--- config.mk ---
export PLATFORM = sky130hd
export DESIGN_NAME = spi_eeprom_engine
export DESIGN_NICKNAME = d
export VERILOG_FILES = /design/src/rtl/spi_eeprom_pkg.sv /design/src/rtl/spi_eeprom_engine.sv
export SDC_FILE = /design/constraint.sdc
export NUM_CORES = 1
export LEC_CHECK = 0
export BUFFER_PORTS_ARGS = -buffer_cell sky130_fd_sc_hd__buf_2
export CORE_UTILIZATION = 43
export CTS_CLUSTER_SIZE = 24
export DETAILED_ROUTE_END_ITERATION = 8
export GPL_ROUTABILITY_DRIVEN = 1
export PLACE_DENSITY = 0.66
export RECOVER_POWER = 50
export SYNTH_ARGS = -nofsm -noshare
export SYNTH_HDL_FRONTEND = slang
export SYNTH_SLANG_ARGS = --single-unit
--- constraint.sdc ---
create_clock -name clk -period 6.3 [get_ports clk]
set_input_delay 0.945 -clock clk [delete_from_list [all_inputs] [get_ports clk]]
set_output_delay 0.945 -clock clk [all_outputs]
set_load 0.005 [all_outputs]
--- src/rtl/spi_eeprom_pkg.sv ---
// Shared opcodes, status bit positions and enums for the SPI EEPROM model.
package spi_eeprom_pkg;

    typedef enum logic [1:0] {
        AM_8  = 2'd0,
        AM_9  = 2'd1,
        AM_16 = 2'd2,
        AM_24 = 2'd3
    } addr_mode_e;

    localparam logic [7:0] OP_WREN  = 8'h06;
    localparam logic [7:0] OP_WRDI  = 8'h04;
    localparam logic [7:0] OP_RDSR  = 8'h05;
    localparam logic [7:0] OP_WRSR  = 8'h01;
    localparam logic [7:0] OP_READ  = 8'h03;
    localparam logic [7:0] OP_WRITE = 8'h02;

    typedef enum logic [2:0] {
        CMD_NONE, CMD_WREN, CMD_WRDI, CMD_RDSR, CMD_WRSR, CMD_READ, CMD_WRITE
    } cmd_e;

    typedef enum logic [1:0] {PH_OP, PH_ADDR, PH_DATA, PH_SKIP} phase_e;

    // Number of address bytes sent after the instruction.
    function automatic logic [1:0] addr_bytes(addr_mode_e m);
        case (m)
            AM_16:   return 2'd2;
            AM_24:   return 2'd3;
            default: return 2'd1;
        endcase
    endfunction

endpackage

--- src/rtl/spi_eeprom_engine.sv ---
// Command engine: assembles MOSI bits into bytes, decodes the instruction,
// collects the address, streams read data or status on MISO, buffers write
// data within one page and raises the commit/latch strobes at CS rise.
// Assumes strobes come from spi_eeprom_sync and that CS and SCK edges never
// land in the same clk cycle.
module spi_eeprom_engine
    import spi_eeprom_pkg::*;
#(
    parameter int         MEM_BYTES  = 512,
    parameter int         PAGE_BYTES = 16,
    parameter addr_mode_e ADDR_MODE  = AM_9,
    localparam int AW = $clog2(MEM_BYTES),
    localparam int PW = $clog2(PAGE_BYTES)
) (
    input  logic                        clk,
    input  logic                        rst_n,
    input  logic                        sck_rise_i,
    input  logic                        sck_fall_i,
    input  logic                        cs_act_i,
    input  logic                        cs_fall_i,
    input  logic                        cs_rise_i,
    input  logic                        mosi_i,
    input  logic [7:0]                  status_i,
    input  logic                        wel_i,
    input  logic                        busy_i,
    output logic [AW-1:0]               rd_addr_o,
    input  logic [7:0]                  rd_data_i,
    output logic                        commit_o,
    output logic [AW-PW-1:0]            commit_page_o,
    output logic [PAGE_BYTES-1:0][7:0]  commit_data_o,
    output logic [PAGE_BYTES-1:0]       commit_mask_o,
    output logic                        wel_set_o,
    output logic                        wel_clr_o,
    output logic                        sr_wr_o,
    output logic [2:0]                  sr_data_o,
    output logic                        miso_o
);
    localparam logic [1:0] NAB = addr_bytes(ADDR_MODE);

    logic [6:0]                 shift_q;
    logic [2:0]                 bit_q;
    phase_e                     phase_q;
    cmd_e                       cmd_q;
    logic [15:0]                addr_q;
    logic [1:0]                 abytes_q;
    logic                       a8_q;
    logic                       trail_q;
    logic [AW-1:0]              rd_ptr_q;
    logic [PW-1:0]              wr_off_q;
    logic [AW-PW-1:0]           page_q;
    logic [PAGE_BYTES-1:0][7:0] buf_q;
    logic [PAGE_BYTES-1:0]      mask_q;
    logic                       seen_q;
    logic [2:0]                 sr_byte_q;
    logic [7:0]                 tx_q;
    logic                       miso_q;

    logic [7:0]    byte_in;
    logic          rise;
    logic          byte_done;
    logic [7:0]    op_key;
    cmd_e          dec;
    logic [AW-1:0] full_addr;

    // Decode the current byte and form the full address candidate.
    always_comb begin
        byte_in   = {shift_q, mosi_i};
        rise      = sck_rise_i && cs_act_i;
        byte_done = rise && (bit_q == 3'd7);
        op_key    = (ADDR_MODE == AM_9) ? (byte_in & 8'hF7) : byte_in;
        case (byte_in)
            OP_WREN: dec = CMD_WREN;
            OP_WRDI: dec = CMD_WRDI;
            OP_RDSR: dec = CMD_RDSR;
            OP_WRSR: dec = CMD_WRSR;
            default: begin
                if (op_key == OP_READ)       dec = CMD_READ;
                else if (op_key == OP_WRITE) dec = CMD_WRITE;
                else                         dec = CMD_NONE;
            end
        endcase
        if (busy_i && dec != CMD_RDSR) dec = CMD_NONE;
        if (ADDR_MODE == AM_9) full_addr = AW'({a8_q, byte_in});
        else                   full_addr = AW'({addr_q, byte_in});
        rd_addr_o = (phase_q == PH_ADDR) ? full_addr : rd_ptr_q;
    end

    // Serial byte assembly, phase sequencing, read prefetch and write buffer.
    always_ff @(posedge clk) begin
        if (!rst_n) begin
            shift_q   <= '0;
            bit_q     <= '0;
            phase_q   <= PH_OP;
            cmd_q     <= CMD_NONE;
            addr_q    <= '0;
            abytes_q  <= '0;
            a8_q      <= 1'b0;
            trail_q   <= 1'b0;
            rd_ptr_q  <= '0;
            wr_off_q  <= '0;
            page_q    <= '0;
            buf_q     <= '0;
            mask_q    <= '0;
            seen_q    <= 1'b0;
            sr_byte_q <= '0;
            tx_q      <= '0;
        end else if (cs_fall_i || cs_rise_i) begin
            bit_q   <= '0;
            phase_q <= PH_OP;
            cmd_q   <= CMD_NONE;
            trail_q <= 1'b0;
            mask_q  <= '0;
            seen_q  <= 1'b0;
            tx_q    <= '0;
        end else if (rise) begin
            shift_q <= byte_in[6:0];
            bit_q   <= bit_q + 3'd1;
            if (phase_q != PH_OP) trail_q <= 1'b1;
            if (byte_done) begin
                case (phase_q)
                    PH_OP: begin
                        cmd_q    <= dec;
                        a8_q     <= byte_in[3];
                        abytes_q <= NAB;
                        addr_q   <= '0;
                        case (dec)
                            CMD_READ, CMD_WRITE: phase_q <= PH_ADDR;
                            CMD_RDSR: begin
                                phase_q <= PH_DATA;
                                tx_q    <= status_i;
                            end
                            CMD_NONE: phase_q <= PH_SKIP;
                            default:  phase_q <= PH_DATA;
                        endcase
                    end
                    PH_ADDR: begin
                        addr_q   <= {addr_q[7:0], byte_in};
                        abytes_q <= abytes_q - 2'd1;
                        if (abytes_q == 2'd1) begin
                            phase_q  <= PH_DATA;
                            rd_ptr_q <= full_addr + 1'b1;
                            wr_off_q <= full_addr[PW-1:0];
                            page_q   <= full_addr[AW-1:PW];
                            if (cmd_q == CMD_READ) tx_q <= rd_data_i;
                        end
                    end
                    PH_DATA: begin
                        case (cmd_q)
                            CMD_READ: begin
                                tx_q     <= rd_data_i;
                                rd_ptr_q <= rd_ptr_q + 1'b1;
                            end
                            CMD_RDSR: tx_q <= status_i;
                            CMD_WRITE: begin
                                buf_q[wr_off_q]  <= byte_in;
                                mask_q[wr_off_q] <= 1'b1;
                                wr_off_q         <= wr_off_q + 1'b1;
                                seen_q           <= 1'b1;
                            end
                            CMD_WRSR: begin
                                if (!seen_q) sr_byte_q <= {byte_in[7], byte_in[3:2]};
                                seen_q <= 1'b1;
                            end
                            default: ;
                        endcase
                    end
                    default: ;
                endcase
            end
        end else if (sck_fall_i && cs_act_i) begin
            tx_q <= {tx_q[6:0], 1'b0};
        end
    end

    // MISO register: next MSB after each SCK fall, held low when deselected.
    always_ff @(posedge clk) begin
        if (!rst_n)                     miso_q <= 1'b0;
        else if (!cs_act_i)             miso_q <= 1'b0;
        else if (sck_fall_i)            miso_q <= tx_q[7];
    end

    // End-of-selection strobes toward the status keeper and array.
    always_comb begin
        wel_set_o     = cs_rise_i && cmd_q == CMD_WREN && !trail_q && bit_q == 3'd0;
        wel_clr_o     = cs_rise_i && cmd_q == CMD_WRDI && !trail_q && bit_q == 3'd0;
        commit_o      = cs_rise_i && cmd_q == CMD_WRITE && phase_q == PH_DATA
                        && seen_q && wel_i;
        sr_wr_o       = cs_rise_i && cmd_q == CMD_WRSR && seen_q && wel_i;
        sr_data_o     = sr_byte_q;
        commit_page_o = page_q;
        commit_data_o = buf_q;
        commit_mask_o = mask_q;
        miso_o        = miso_q;
    end

    p_miso_hold_r13: assert property (@(posedge clk) disable iff (!rst_n)
        (sck_rise_i && cs_act_i) |=> $stable(miso_q));

endmodule

# [Yosys cells after proc, flatten, opt, wreduce, memory -nomap -nowiden]
# Index checks and enable logic that the tools add are counted.
[word_totals] elab_cells=144 output_inout_bits=166 reg_bits=194
[op_classes] n_bitwise=4 reduce_logical=45 order_cmp=2 n_mux=28 eq_ne=29 n_addsub=5
[op_table] operator="$bwmux W128" count=1
[op_table] operator="$mux W8" count=7
[op_table] operator="$demux W8 S4" count=1
[op_table] operator="$mux W9" count=3
[op_table] operator="$eq A8 B3 Y1 const B" count=3
[op_table] operator="$pmux W8 S3" count=1
[op_table] operator="$reduce_and A4 Y1" count=5
[op_table] operator="$add A9 B1 Y9 const B" count=2
[op_table] operator="$eq A3 B3 Y1 const B" count=6
[op_table] operator="$logic_and A1 B1 Y1" count=18
[op_table] operator="$pmux W9 S2" count=1
[op_table] operator="$reduce_and A6 Y1" count=3
[op_table] operator="$or A16 B16 Y16" count=1
[op_table] operator="$pmux W8 S2" count=1
[op_table] operator="$eq A7 B2 Y1 const B" count=2
[op_table] operator="$ne A3 B2 Y1 const B" count=4
[op_table] operator="$pmux W2 S2" count=3
[op_table] operator="$pmux W3 S4" count=1
[op_table] operator="$reduce_and A5 Y1" count=2
[op_table] operator="$eq A3 B2 Y1 const B" count=3
[op_table] operator="$mux W3" count=3
[op_table] operator="$eq A8 B1 Y1 const B" count=1
[op_table] operator="$mux W4" count=2
[op_table] operator="$pmux W4 S2" count=1
[op_table] operator="25 further kinds" count=38

# [Longest topological paths before layout]
[logic_depth] ltp_word=12 depth_mapped=14

# [Least setup slack after synthesis]
# OpenSTA, ideal clock, no wires.
[synth_path] kind="reg-to-reg" startpoint="reg phase_q[0]" endpoint="reg rd_ptr_q[6]" arrival_time_ns=2.746 slack_ns=3.436 t_required_ns=6.183 setup_ns=0.117 stages_incl_launch_ff=14 path_buffers=4 path_cell_list="dfxtp_1 -> inv_1 -> ha_1 -> buf_2 -> buf_2 -> buf_2 -> clkbuf_1 -> mux2_2 -> ha_1 -> nand4_1 -> a22o_1 -> a31o_2 -> o21bai_1 -> a32o_1"
[synth_via] elab_chain_cells=3 elab_cells_between_ends=7 classes_between="eq/ne: 4; mux: 1; reduce/logical: 2"
[synth_rtl] item="start: declaration" line="spi_eeprom_engine.sv:42" rtl="phase_e phase_q;"
[synth_rtl] item="start signal: assignment" line="spi_eeprom_engine.sv:93" rtl="phase_q <= PH_OP;"
[synth_rtl] item="start signal: assignment" line="spi_eeprom_engine.sv:109" rtl="phase_q <= PH_OP;"
[synth_rtl] item="start signal: assignment" line="spi_eeprom_engine.sv:127" rtl="CMD_READ, CMD_WRITE: phase_q <= PH_ADDR;"
[synth_rtl] item="$eq A2 B2 Y1 / $eq A2 B1 Y1 (equally long branches)" line="spi_eeprom_engine.sv:120" rtl="case (phase_q)"
[synth_rtl] item="$ne A2 B2 Y1 (no source line), or another cell as far along"
[synth_rtl] item="$reduce_and A6 Y1 (no source line)"
[synth_rtl] item="end signal: assignment" line="spi_eeprom_engine.sv:141" rtl="rd_ptr_q <= full_addr + 1'b1;"
[synth_rtl] item="end signal: assignment" line="spi_eeprom_engine.sv:151" rtl="rd_ptr_q <= rd_ptr_q + 1'b1;"
[synth_rtl] item="end: declaration" line="spi_eeprom_engine.sv:48" rtl="logic [AW-1:0] rd_ptr_q;"
# Several ways; a longest one is shown, not always the timed one.
# A chain may end at the register's enable or synchronous reset.

# [Worst setup path in the final report]
[layout_path] startpoint="reg phase_q[0]" endpoint="reg wr_off_q[3]"
[layout_via] elab_chain_cells=3 elab_cells_between_ends=7 classes_between="eq/ne: 4; mux: 1; reduce/logical: 2"
[layout_rtl] item="$eq A2 B2 Y1 / $eq A2 B1 Y1 (equally long branches)" line="spi_eeprom_engine.sv:120"
[layout_rtl] item="$ne A2 B2 Y1 (no source line), or another cell as far along"
[layout_rtl] item="$reduce_and A6 Y1 (no source line)"
[layout_rtl] item="end signal: assignment" line="spi_eeprom_engine.sv:142" rtl="wr_off_q <= full_addr[PW-1:0];"
[layout_rtl] item="end signal: assignment" line="spi_eeprom_engine.sv:157" rtl="wr_off_q <= wr_off_q + 1'b1;"
[layout_rtl] item="end: declaration" line="spi_eeprom_engine.sv:49" rtl="logic [PW-1:0] wr_off_q;"
# Several ways; a longest one is shown, not always the timed one.

==> key figures <==
STA
  • Max-slew violation count: 42
  • Fmax: 246 MHz
  • Slew HR: -26.7%
  • Setup Skew: about 0.011 ns
  • RSZ-0062 raised after global routing: false
  • Final hold vios: 0
  • Least-Margin Pin Slew: roughly 1.9 ns
  • Tmin final: 4.07 ns
  • Finish-stage setup viols: 0
  • Tcrit/Tclk final: between 60% and 70%
  • Setup_tns: 0 ns

Min path
  • Hold/Removal Path Class: flop to flop

Place
  • Detailed Place HPWL: 14800 microns
  • Routability cong.: 0.829
  • Port buffer count: 191
  • Placed Area: 9660 sq um

Global routing
  • Global-route wire length before repair: about 35000 microns
  • Initial antenna violation count: 0
  • Vias in the first global route: 6294
  • Largest net degree at the start of global routing: 95
  • Gr ovfl total: 0
  • Gr usage total: 22.1%

Layout
  • Final instance area: 10100 sq um
  • Fill count: about 1900
  • Layout cells sized above 1: 15.5%
  • Most common cell after layout, fill and taps aside: dfxtp_1
  • Register area: 3880 sq um
  • Antenna fix cells: 0
  • P&R area growth vs syn: 18.0%
  • Fin nets: 1080
  • Most frequent cells in the layout: 194 x dfxtp_1, 187 x nor2_1, 153 x mux2i_1
  • Multi-input logic area: 4380 sq um

Pwr
  • Part of the power in registers: 51.1%
  • Sw Ratio: 23.3%
  • Worst IR Drop VDD: 0.185 mV
  • Logic pwr share: 2.3%
  • Power Density: 237 nW/um^2
  • Pleak: 0.00399 uW
  • P_int: 1840 uW
  • P_sw: 558 uW
  • Clock power share: 46.6%

Route
  • First-pass detailed-route iteration total: 6
  • Routed vias: slightly below 7000
  • Wire per inst: 16.8 microns
  • Post-route ant nets: 0
  • DRC viols: 0
  • Vias per cell: 5.14
  • 1st-iter DRT viols: 370
  • DRT Wirelength: 22200 microns

Clock network
  • Cts bufs inserted: 17
  • Clk Latency, worst-skew pair: 0.44 ns
  • Postcts setup bufs: 0
  • Clock Sinks: 194
  • CTS max path bufs: 2
  • Clk slew on worst S/H paths: about 0.07 ns
  • H-tree Lvls: 4
  • Post-CTS Resized: 0
  • CTS tree: done
  • Hold buffers post-CTS: 0
  • Root buf cell: clkbuf_16

Job
  • Max-cap viol count: 1

Logic synthesis
  • Synth top area share: 45.3%
  • FFs w/ async S/R, synth: 0%
  • EDFF count, synth: 0
  • Mapped cell area: 8570 sq um
  • Cells after Synth: 888
  • Syn_nets: 926
  • Synth unique cells: 67
  • Most area-hungry cell type in the Yosys netlist: dfxtp_1
  • YS warnings: 0
  • Sequential area share after synthesis: 45.3%
  • Synth Area per Inst: just under 10 sq um
  • Top post-synthesis cells by area: dfxtp_1 45%, mux2i_1 18%, nor2_1 8.2%
  • Top FF cell, synth: dfxtp_1
  • Synthesis-stage register bit count: 194

Floorplan
  • Die width: 143 microns
  • Initial Utilization: between 40% and 50%
  • Cell Rows: 51
  • Die Span Y: 143 microns
  • Die area: 20500 sq um
  • Core box area: 19500 sq um
  • IO Pins: 192

Setup path
  • Crit-path max FO: 41
  • Startpoint Class: flop
  • Crit path required time: 6.63 ns
  • CP endpoint kind: flop
  • Worst Path Arrival: 4.40 ns
  • Setup CP Type: flop to flop

Outcome
  • Failing checks: capacitance limit, slew limit
  • Status: complete, but fails checks
-- critical path, stage by stage, from the launching register on --
cell,delay [ns]
dfxtp_1,0.33
inv_1,0.09
ha_1,0.29
clkbuf_1,1.40
mux2i_1,0.56
or3_4,0.55
a21oi_2,0.33
a21boi_0,0.19
o21a_1,0.22
-- sequential cells by signal, indices dropped and copies added (netlist names), 2 cells and up --
signal,count
commit_data_o,128
commit_mask_o,16
rd_ptr_q,9
tx_q,8
shift_q,7
commit_page_o,5
wr_off_q,4
bit_q,3
cmd_q,3
sr_data_o,3
abytes_q,2
phase_q,2
-- Yosys cell counts, drive strengths merged (6+ instances only) --
| cell type | n |
|---|---|
| inv | 12 |
| o21ai | 11 |
| nand3 | 13 |
| nand4 | 11 |
| mux2 | 11 |
| mux2i | 153 |
| a21oi | 32 |
| buf | 15 |
| dfxtp | 194 |
| nand2 | 59 |
| nor2b | 6 |
| a221o | 7 |
| a31oi | 9 |
| ha | 12 |
| nor2 | 203 |
| clkbuf | 49 |
| o211ai | 7 |
-- cell type report --
class / count / area share (%)
Clock buffer: 18 / 4.24
Clock inverter: 14 / 1.66
Inverter: 12 / 0.470
Multi-Input combinational cell: 618 / 43.3
Sequential cell: 194 / 38.4
Tap cell: 265 / 3.28
Timing Repair Buffer: 199 / 8.67
-- path summary, 6_finish.rpt --
check / startpoint / end / slack (ns) / depth (start not counted)
setup / recovery: phase_q[0] / wr_off_q[3] / 2.23 / 8
hold / removal: tx_q[0] / tx_q[0] / 0.46 / 2
setup reg to reg: phase_q[0] / wr_off_q[3] / 2.23 / 8
hold reg to reg: tx_q[0] / tx_q[0] / 0.46 / 2
-- metal layers --
layer | wire, microns | part of all wire [%] | global-route usage [%]
met5 | 0 | 0 | 0
met4 | 246 | 1.1 | 6.68
met3 | 1430 | 6.5 | 6.37
met2 | 10100 | 45 | 34.5
met1 | 10400 | 47 | 29.3
-- kinds of logic after synthesis --
logic type	Yosys count	share of synthesized area, %
compound gates	106	8.74
xor+xnor	4	0.409
fa+ha+maj	12	1.75
buf+inv	76	3.62
flops	194	45.3
mux	164	19.3
simple gates	332	20.8
-- power by group through the flow --
stage          combinational (uW)  sequential (uW)  clock (uW)
6_report                     55.7             1230        1120
5_1_grt                      61.2             1230        1190
4_1_cts                      56.0             1230        1140
3_5_place_dp                 55.8             1250           0
3_3_place_gp                 55.9             1250           0
2_1_floorplan                37.3             1250           0
-- per-stage QoR --
stage                     instances  utilization, %  worst slack [ns]  total power [uW]  hold WS, ns
after floorplan                 888               -              3.44              1290        0.438
after global placement         1288            49.4              3.12              1310        0.442
after detailed placement       1288            49.4              3.13              1310        0.456
after CTS                      1320            52.5              3.19              2420        0.470
after global routing           1320            51.8              1.98              2480        0.490
final                          1320            51.8              2.23              2400        0.464
No activity file was read; power rests on OpenSTA's default activity.
